`src/rtl/dma_irq_pkg.sv`:
```
// Package: register offsets and widths shared by the interrupt unit.
// Assumes a 32-bit register data path and byte-addressed 8-bit offsets.
package dma_irq_pkg;
    localparam int DW = 32;
    localparam int AW = 8;

    localparam logic [AW-1:0] OFF_TX_RAW  = 8'h80;
    localparam logic [AW-1:0] OFF_TX_MSK  = 8'h84;
    localparam logic [AW-1:0] OFF_TX_SET  = 8'h88;
    localparam logic [AW-1:0] OFF_TX_CLR  = 8'h8C;
    localparam logic [AW-1:0] OFF_EOI     = 8'h94;
    localparam logic [AW-1:0] OFF_RX_RAW  = 8'hA0;
    localparam logic [AW-1:0] OFF_RX_MSK  = 8'hA4;
    localparam logic [AW-1:0] OFF_RX_SET  = 8'hA8;
    localparam logic [AW-1:0] OFF_RX_CLR  = 8'hAC;
    localparam logic [AW-1:0] OFF_DM_RAW  = 8'hB0;
    localparam logic [AW-1:0] OFF_DM_MSK  = 8'hB4;
    localparam logic [AW-1:0] OFF_DM_SET  = 8'hB8;
    localparam logic [AW-1:0] OFF_DM_CLR  = 8'hBC;

    // DMA group: bit 1 is the host-error source, bit 0 is not implemented
    localparam int DM_W = 2;
    localparam logic [DM_W-1:0] DM_IMPL = 2'b10;
endpackage

```
`src/rtl/dma_irq_group.sv`:
```
// Module: one event group: raw sticky status plus set/clear enable mask.
// Assumes set_ev/clr_ev are single-cycle pulses and that mask_set_we and
// mask_clr_we are never high together. Event wins over clear in one cycle.
module dma_irq_group #(
    parameter int W = 8
) (
    input  logic         clk,
    input  logic         rst_n,
    input  logic [W-1:0] set_ev,
    input  logic [W-1:0] clr_ev,
    input  logic         mask_set_we,
    input  logic         mask_clr_we,
    input  logic [W-1:0] wbits,
    output logic [W-1:0] raw,
    output logic [W-1:0] mask,
    output logic [W-1:0] masked
);

    // Raw status: sticky until acknowledged, new events take priority
    always_ff @(posedge clk) begin
        if (!rst_n) raw <= '0;
        else        raw <= (raw & ~clr_ev) | set_ev;
    end

    // Enable mask: modified only through write-one-to-set / write-one-to-clear
    always_ff @(posedge clk) begin
        if (!rst_n)           mask <= '0;
        else if (mask_set_we) mask <= mask | wbits;
        else if (mask_clr_we) mask <= mask & ~wbits;
    end

    // Masked view
    always_comb masked = raw & mask;

    a_r1_reset_clears: assert property (@(posedge clk)
        !rst_n |=> (raw == '0 && mask == '0));

    a_r3_raw_sticky: assert property (@(posedge clk) disable iff (!rst_n)
        1'b1 |=> ((($past(raw) & ~$past(clr_ev)) & ~raw) == '0));

    a_r3_event_sets: assert property (@(posedge clk) disable iff (!rst_n)
        (set_ev != '0) |=> ((raw & $past(set_ev)) == $past(set_ev)));

    a_r2_set_enables: assert property (@(posedge clk) disable iff (!rst_n)
        mask_set_we |=> ((mask & $past(wbits)) == $past(wbits)));

    a_r2_clear_disables: assert property (@(posedge clk) disable iff (!rst_n)
        mask_clr_we |=> ((mask & $past(wbits)) == '0));

    a_r2_mask_quiet: assert property (@(posedge clk) disable iff (!rst_n)
        (!mask_set_we && !mask_clr_we) |=> $stable(mask));

endmodule

```
`src/rtl/dma_irq_out.sv`:
```
// Module: combined interrupt register with end-of-interrupt re-arm.
// Assumes eoi_we is a single-cycle strobe. irq drops for one clock after
// each EOI and then follows the OR of masked status again.
module dma_irq_out (
    input  logic clk,
    input  logic rst_n,
    input  logic any_pending,
    input  logic eoi_we,
    output logic irq
);

    // Register the pending OR, forcing one low cycle after EOI
    always_ff @(posedge clk) begin
        if (!rst_n)      irq <= 1'b0;
        else if (eoi_we) irq <= 1'b0;
        else             irq <= any_pending;
    end

    a_r6_eoi_drop: assert property (@(posedge clk) disable iff (!rst_n)
        eoi_we |=> !irq);

    a_r5_rise_has_cause: assert property (@(posedge clk) disable iff (!rst_n)
        $rose(irq) |-> $past(any_pending));

    a_r5_idle_low: assert property (@(posedge clk) disable iff (!rst_n)
        !any_pending |=> !irq);

endmodule

```
`src/rtl/dma_irq_unit.sv`:
```
// Module: DMA interrupt status and mask unit (top).
// Decodes the register port, hosts the transmit, receive and DMA groups,
// and drives one interrupt. Assumes NCH <= 8 and single-cycle write strobes.
module dma_irq_unit
    import dma_irq_pkg::*;
#(
    parameter int NCH = 8
) (
    input  logic          clk,
    input  logic          rst_n,
    input  logic          wr_en,
    input  logic [AW-1:0] addr,
    input  logic [DW-1:0] wdata,
    output logic [DW-1:0] rdata,
    input  logic [NCH-1:0] tx_done,
    input  logic [NCH-1:0] rx_done,
    input  logic [NCH-1:0] tx_ack,
    input  logic [NCH-1:0] rx_ack,
    input  logic          host_err,
    output logic          irq
);

    localparam int PAD_CH = DW - NCH;
    localparam int PAD_DM = DW - DM_W;

    logic [NCH-1:0]  tx_raw, tx_mask, tx_msk;
    logic [NCH-1:0]  rx_raw, rx_mask, rx_msk;
    logic [DM_W-1:0] dm_raw, dm_mask, dm_msk;
    logic [DM_W-1:0] dm_wbits, dm_clr;
    logic            eoi_we;
    logic            any_pending;
    logic            unused_wdata;

    // Only implemented DMA bits may be touched by software
    always_comb dm_wbits = wdata[DM_W-1:0] & DM_IMPL;
    // Host error is acknowledged by write-one-to-clear on its raw view
    always_comb dm_clr   = (wr_en && addr == OFF_DM_RAW) ? dm_wbits : '0;
    // End-of-interrupt strobe
    always_comb eoi_we   = wr_en && addr == OFF_EOI;
    // Upper write-data bits have no destination
    always_comb unused_wdata = ^wdata;

    dma_irq_group #(.W(NCH)) u_tx (
        .clk(clk), .rst_n(rst_n),
        .set_ev(tx_done), .clr_ev(tx_ack),
        .mask_set_we(wr_en && addr == OFF_TX_SET),
        .mask_clr_we(wr_en && addr == OFF_TX_CLR),
        .wbits(wdata[NCH-1:0]),
        .raw(tx_raw), .mask(tx_mask), .masked(tx_msk)
    );

    dma_irq_group #(.W(NCH)) u_rx (
        .clk(clk), .rst_n(rst_n),
        .set_ev(rx_done), .clr_ev(rx_ack),
        .mask_set_we(wr_en && addr == OFF_RX_SET),
        .mask_clr_we(wr_en && addr == OFF_RX_CLR),
        .wbits(wdata[NCH-1:0]),
        .raw(rx_raw), .mask(rx_mask), .masked(rx_msk)
    );

    dma_irq_group #(.W(DM_W)) u_dm (
        .clk(clk), .rst_n(rst_n),
        .set_ev({host_err, 1'b0}), .clr_ev(dm_clr),
        .mask_set_we(wr_en && addr == OFF_DM_SET),
        .mask_clr_we(wr_en && addr == OFF_DM_CLR),
        .wbits(dm_wbits),
        .raw(dm_raw), .mask(dm_mask), .masked(dm_msk)
    );

    // Any masked source in any group requests an interrupt
    always_comb any_pending = (|tx_msk) | (|rx_msk) | (|dm_msk);

    dma_irq_out u_out (
        .clk(clk), .rst_n(rst_n),
        .any_pending(any_pending), .eoi_we(eoi_we), .irq(irq)
    );

    // Read mux: zero-extended views, unmapped offsets read zero
    always_comb begin
        case (addr)
            OFF_TX_RAW:             rdata = {{PAD_CH{1'b0}}, tx_raw};
            OFF_TX_MSK:             rdata = {{PAD_CH{1'b0}}, tx_msk};
            OFF_TX_SET, OFF_TX_CLR: rdata = {{PAD_CH{1'b0}}, tx_mask};
            OFF_RX_RAW:             rdata = {{PAD_CH{1'b0}}, rx_raw};
            OFF_RX_MSK:             rdata = {{PAD_CH{1'b0}}, rx_msk};
            OFF_RX_SET, OFF_RX_CLR: rdata = {{PAD_CH{1'b0}}, rx_mask};
            OFF_DM_RAW:             rdata = {{PAD_DM{1'b0}}, dm_raw};
            OFF_DM_MSK:             rdata = {{PAD_DM{1'b0}}, dm_msk};
            OFF_DM_SET, OFF_DM_CLR: rdata = {{PAD_DM{1'b0}}, dm_mask};
            default:                rdata = '0;
        endcase
    end

    a_r7_dm_bit0_zero: assert property (@(posedge clk) disable iff (!rst_n)
        1'b1 |=> (dm_raw[0] == 1'b0 && dm_mask[0] == 1'b0));

    a_r7_host_err_sets: assert property (@(posedge clk) disable iff (!rst_n)
        host_err |=> dm_raw[1]);

    a_r9_raw_write_ignored: assert property (@(posedge clk) disable iff (!rst_n)
        (wr_en && addr == OFF_TX_RAW && tx_done == '0 && tx_ack == '0)
        |=> $stable(tx_raw));

endmodule

```
`config.mk`:
```
export PLATFORM = sky130hd
export DESIGN_NAME = dma_irq_unit
export DESIGN_NICKNAME = d
export VERILOG_FILES = /design/src/rtl/dma_irq_pkg.sv /design/src/rtl/dma_irq_group.sv /design/src/rtl/dma_irq_out.sv /design/src/rtl/dma_irq_unit.sv
export SDC_FILE = /design/constraint.sdc
export NUM_CORES = 1
export LEC_CHECK = 0
export CAP_MARGIN = 5
export CORE_MARGIN = 4
export CORE_UTILIZATION = 40
export DETAILED_ROUTE_END_ITERATION = 12
export GPL_ROUTABILITY_DRIVEN = 0
export MAX_ROUTING_LAYER = met4
export PLACE_DENSITY = 0.77
export SLEW_MARGIN = 15
export SYNTH_ARGS = -nofsm -noshare
export SYNTH_HDL_FRONTEND = slang
export SYNTH_SLANG_ARGS = --single-unit
```
`constraint.sdc`:
```
create_clock -name clk -period 4.8 [get_ports clk]
set_input_delay 0.72 -clock clk [delete_from_list [all_inputs] [get_ports clk]]
set_output_delay 0.72 -clock clk [all_outputs]
set_load 0.01 [all_outputs]
```
==> out/metrics.yaml <==
status: "completed"
htreeDepth: 2
slowest_stage: "or3b_1"
switchingPower_uw: 163
yosysUniqueCellTypes: 43
gr-usage-all-layers_pct: 17.6
worstHoldPathType: "register to register"
synthTopCellsByArea: "dfxtp_1 (33%), buf_4 (8.5%), o211a_1 (6.6%), o21a_1 (6.0%), nor2b_1 (5.0%)"
sequentialPowerShare_pct: 45.1
root_buffer: "clkbuf_8"
crit_fanout: 23
crit_start: "addr[3]"
grt_max_degree: 31
fin_setup_tns_ps: 0
seq_area_frac_synth_pct: 33.1
slew_violations: 0
worstSetupPathType: "primary input to output port"
ios: 109
overflow: 0
layout.nets: 382
dr_total_vias: 2031
r2r_cells: 4
synthCells: 253
max_cap_violations: 0
grt_pass1_wl_um: 8750
peakVddDrop_mv: 0.176
min_period_ps: 3950
first_pass_iters: 4
cts.clk_slew.worst_paths_ps: 70
synth_ff_type: "dfxtp_1"
slew_headroom_pct: 49.6
synth_edf_count: 0
max_freq_mhz: 253
drtIter0Drc: 194
power_frac_clock_pct: 39.6
cts_sinks: 35
io_buffers: 60
power.share.switching_pct: 23.6
place_ws_ps: 881
cts_max_path_buffers: 2
placeableCoreArea_um2: 5110
syn_avg_cell_area_um2: 8.36
max_stage_delay_ps: 770
remaining_drc_errors: 0
intPower_uw: 526
p_per_area_nw_per_um2: 247
clock_skew_ps: 3.32
end_kind: "output port"
cts_tree: "yes"
reg2reg_to: "u_out.irq$_SDFF_PP0_"
layout-drive-gt1-share_pct: 6.19
synth_top_area_cell: "dfxtp_1"
totalWireLength_um: 5480
startpoint_type: "primary input"
yosysWarningCount: 0
antenna_found_initial: 0
holdPathStages: 2
cts_resized: 0
diodes: 0
numCtsBuffers: 5
worstPathRequired_ps: 4080
start_util_pct: 41.4
hpwl_um: 4040
syn_area_um2: 2110
rsz0062_at_grt: "false"
yosys.area.top_type_share_pct: 33.1
r2r_slack_ps: 3590
reg2reg_from: "u_tx.raw[6]$_SDFF_PN0_"
p_leak_nw: 1.15
combPwrFrac_pct: 15.3
ys_async_sr_fraction_pct: 0
drt.antenna.violating_nets: 0
crit_top_cell: "clkdlybuf4s50_1"
vias_per_cell: 5.39
cts_hold_buf: 0
crit_chain: "clkdlybuf4s50_1 -> or3b_1 -> o21ai_0 -> a311o_1 -> clkdlybuf4s50_1"
fp.dieW_um: 80.7
die_h_um: 80.7
grt_pass1_vias: 1842
finalWorstSetupSlack_ps: 854
fp.dieArea_um2: 6510
rows: 26
clk_latency_ps: 280
cts_setup_buffers: 0
postSynthRegisterBits: 35
wl_per_cell_um: 14.5
arrival_ps: 3230
hold_viol: 0
fin_crit_sh_pct: 82.2
setup_viol: 0
area_growth_pct: 32.2
tightest_slew_ps: 756
## logic make-up after synthesis
logic type / after synthesis / synth area share, %
simple gates: 86 / 22.4
compound gates: 83 / 29.7
buf+inv: 44 / 12.6
flops: 35 / 33.1
mux: 4 / 2.01
other cells: 1 / 0.177
## critical path, delay by kind of cell
kind                   cells  cell delay [ps]
buffers and inverters      2             1140
AND/OR/NAND/NOR            1              770
AO/OA/AOI/OAI              2              600
## worst max path at each step
stage / to / slack (ps) / depth (start not counted)
6_report: rdata[7] / 850 / 5
5_1_grt: rdata[1] / 730 / 5
4_1_cts: rdata[6] / 880 / 6
3_5_place_dp: rdata[1] / 880 / 5
3_3_place_gp: rdata[7] / 890 / 5
2_1_floorplan: rdata[6] / 2080 / 6
## cells in the final DEF, fill, tap and decap left out, drive strengths merged, types with 2 or more instances in the layout
master,count
clkdlybuf4s50,60
dfxtp,35
nand2,27
conb,24
nor2b,17
o21a,17
nor3,16
o211a,14
a22oi,12
o22ai,8
a21oi,7
a31oi,7
clkbuf,6
buf,6
a21o,5
nor3b,5
nand3,4
nand2b,2
nor4bb,2
or2,2
o21ai,2
mux2i,2
nor2,2
mux2,2
or4,2
o31ai,2
a21boi,2
a221oi,2
## routing by layer
metal | vias to the layer above | GRT usage, % | share of wire [%]
met1 | 953 | 21.6 | 43
met2 | 77 | 28.7 | 48
li1 | 996 | - | -
met5 | - | - | 0
met3 | 5 | 4.26 | 7.7
met4 | 0 | 4.73 | 0.75
## cell usage after synthesis (4+ instances only)
cell type  number
nor3_1         16
nand2_1        27
a21o_1          5
clkbuf_1       14
buf_4          24
dfxtp_1        35
o211a_1        14
a21oi_1         7
nor3b_1         5
nor2b_1        17
o22ai_1         8
a31oi_1         7
a22oi_1        12
nand3_1         4
o21a_1         17
## stage by stage
| stage | util (%) | power [mW] | area [um^2] | std cells | hold slack (ps) |
|---|---|---|---|---|---|
| global placement | 52.4 | 0.420 | 2680 | 369 | 487 |
| global route | 54.7 | 0.720 | 2800 | 377 | 545 |
| detailed placement | 52.4 | 0.421 | 2680 | 369 | 496 |
| CTS | 54.7 | 0.693 | 2800 | 377 | 506 |
| floorplan | - | 0.380 | 2200 | 276 | 461 |
| finish | 54.7 | 0.689 | 2800 | 377 | 505 |
## power by group through the flow
stage | logic (mW) | clock network, mW | registers (mW)
after global placement | 0.103 | 0 | 0.317
final | 0.105 | 0.273 | 0.310
after floorplan | 0.0666 | 0 | 0.313
after global routing | 0.114 | 0.294 | 0.312
after detailed placement | 0.105 | 0 | 0.317
after CTS | 0.105 | 0.278 | 0.310
## layout make-up
| class | instances | area (um^2) |
|---|---|---|
| clock buffers | 6 | 82.6 |
| clock inverters | 2 | 35.0 |
| fillers | 487 | 2310 |
| inverters | 1 | 3.75 |
| multi-input cells | 197 | 1240 |
| flip-flops and latches | 35 | 701 |
| well taps | 70 | 87.6 |
| repair buffers | 66 | 646 |
Note: power is estimated with default switching activity, not from simulation.
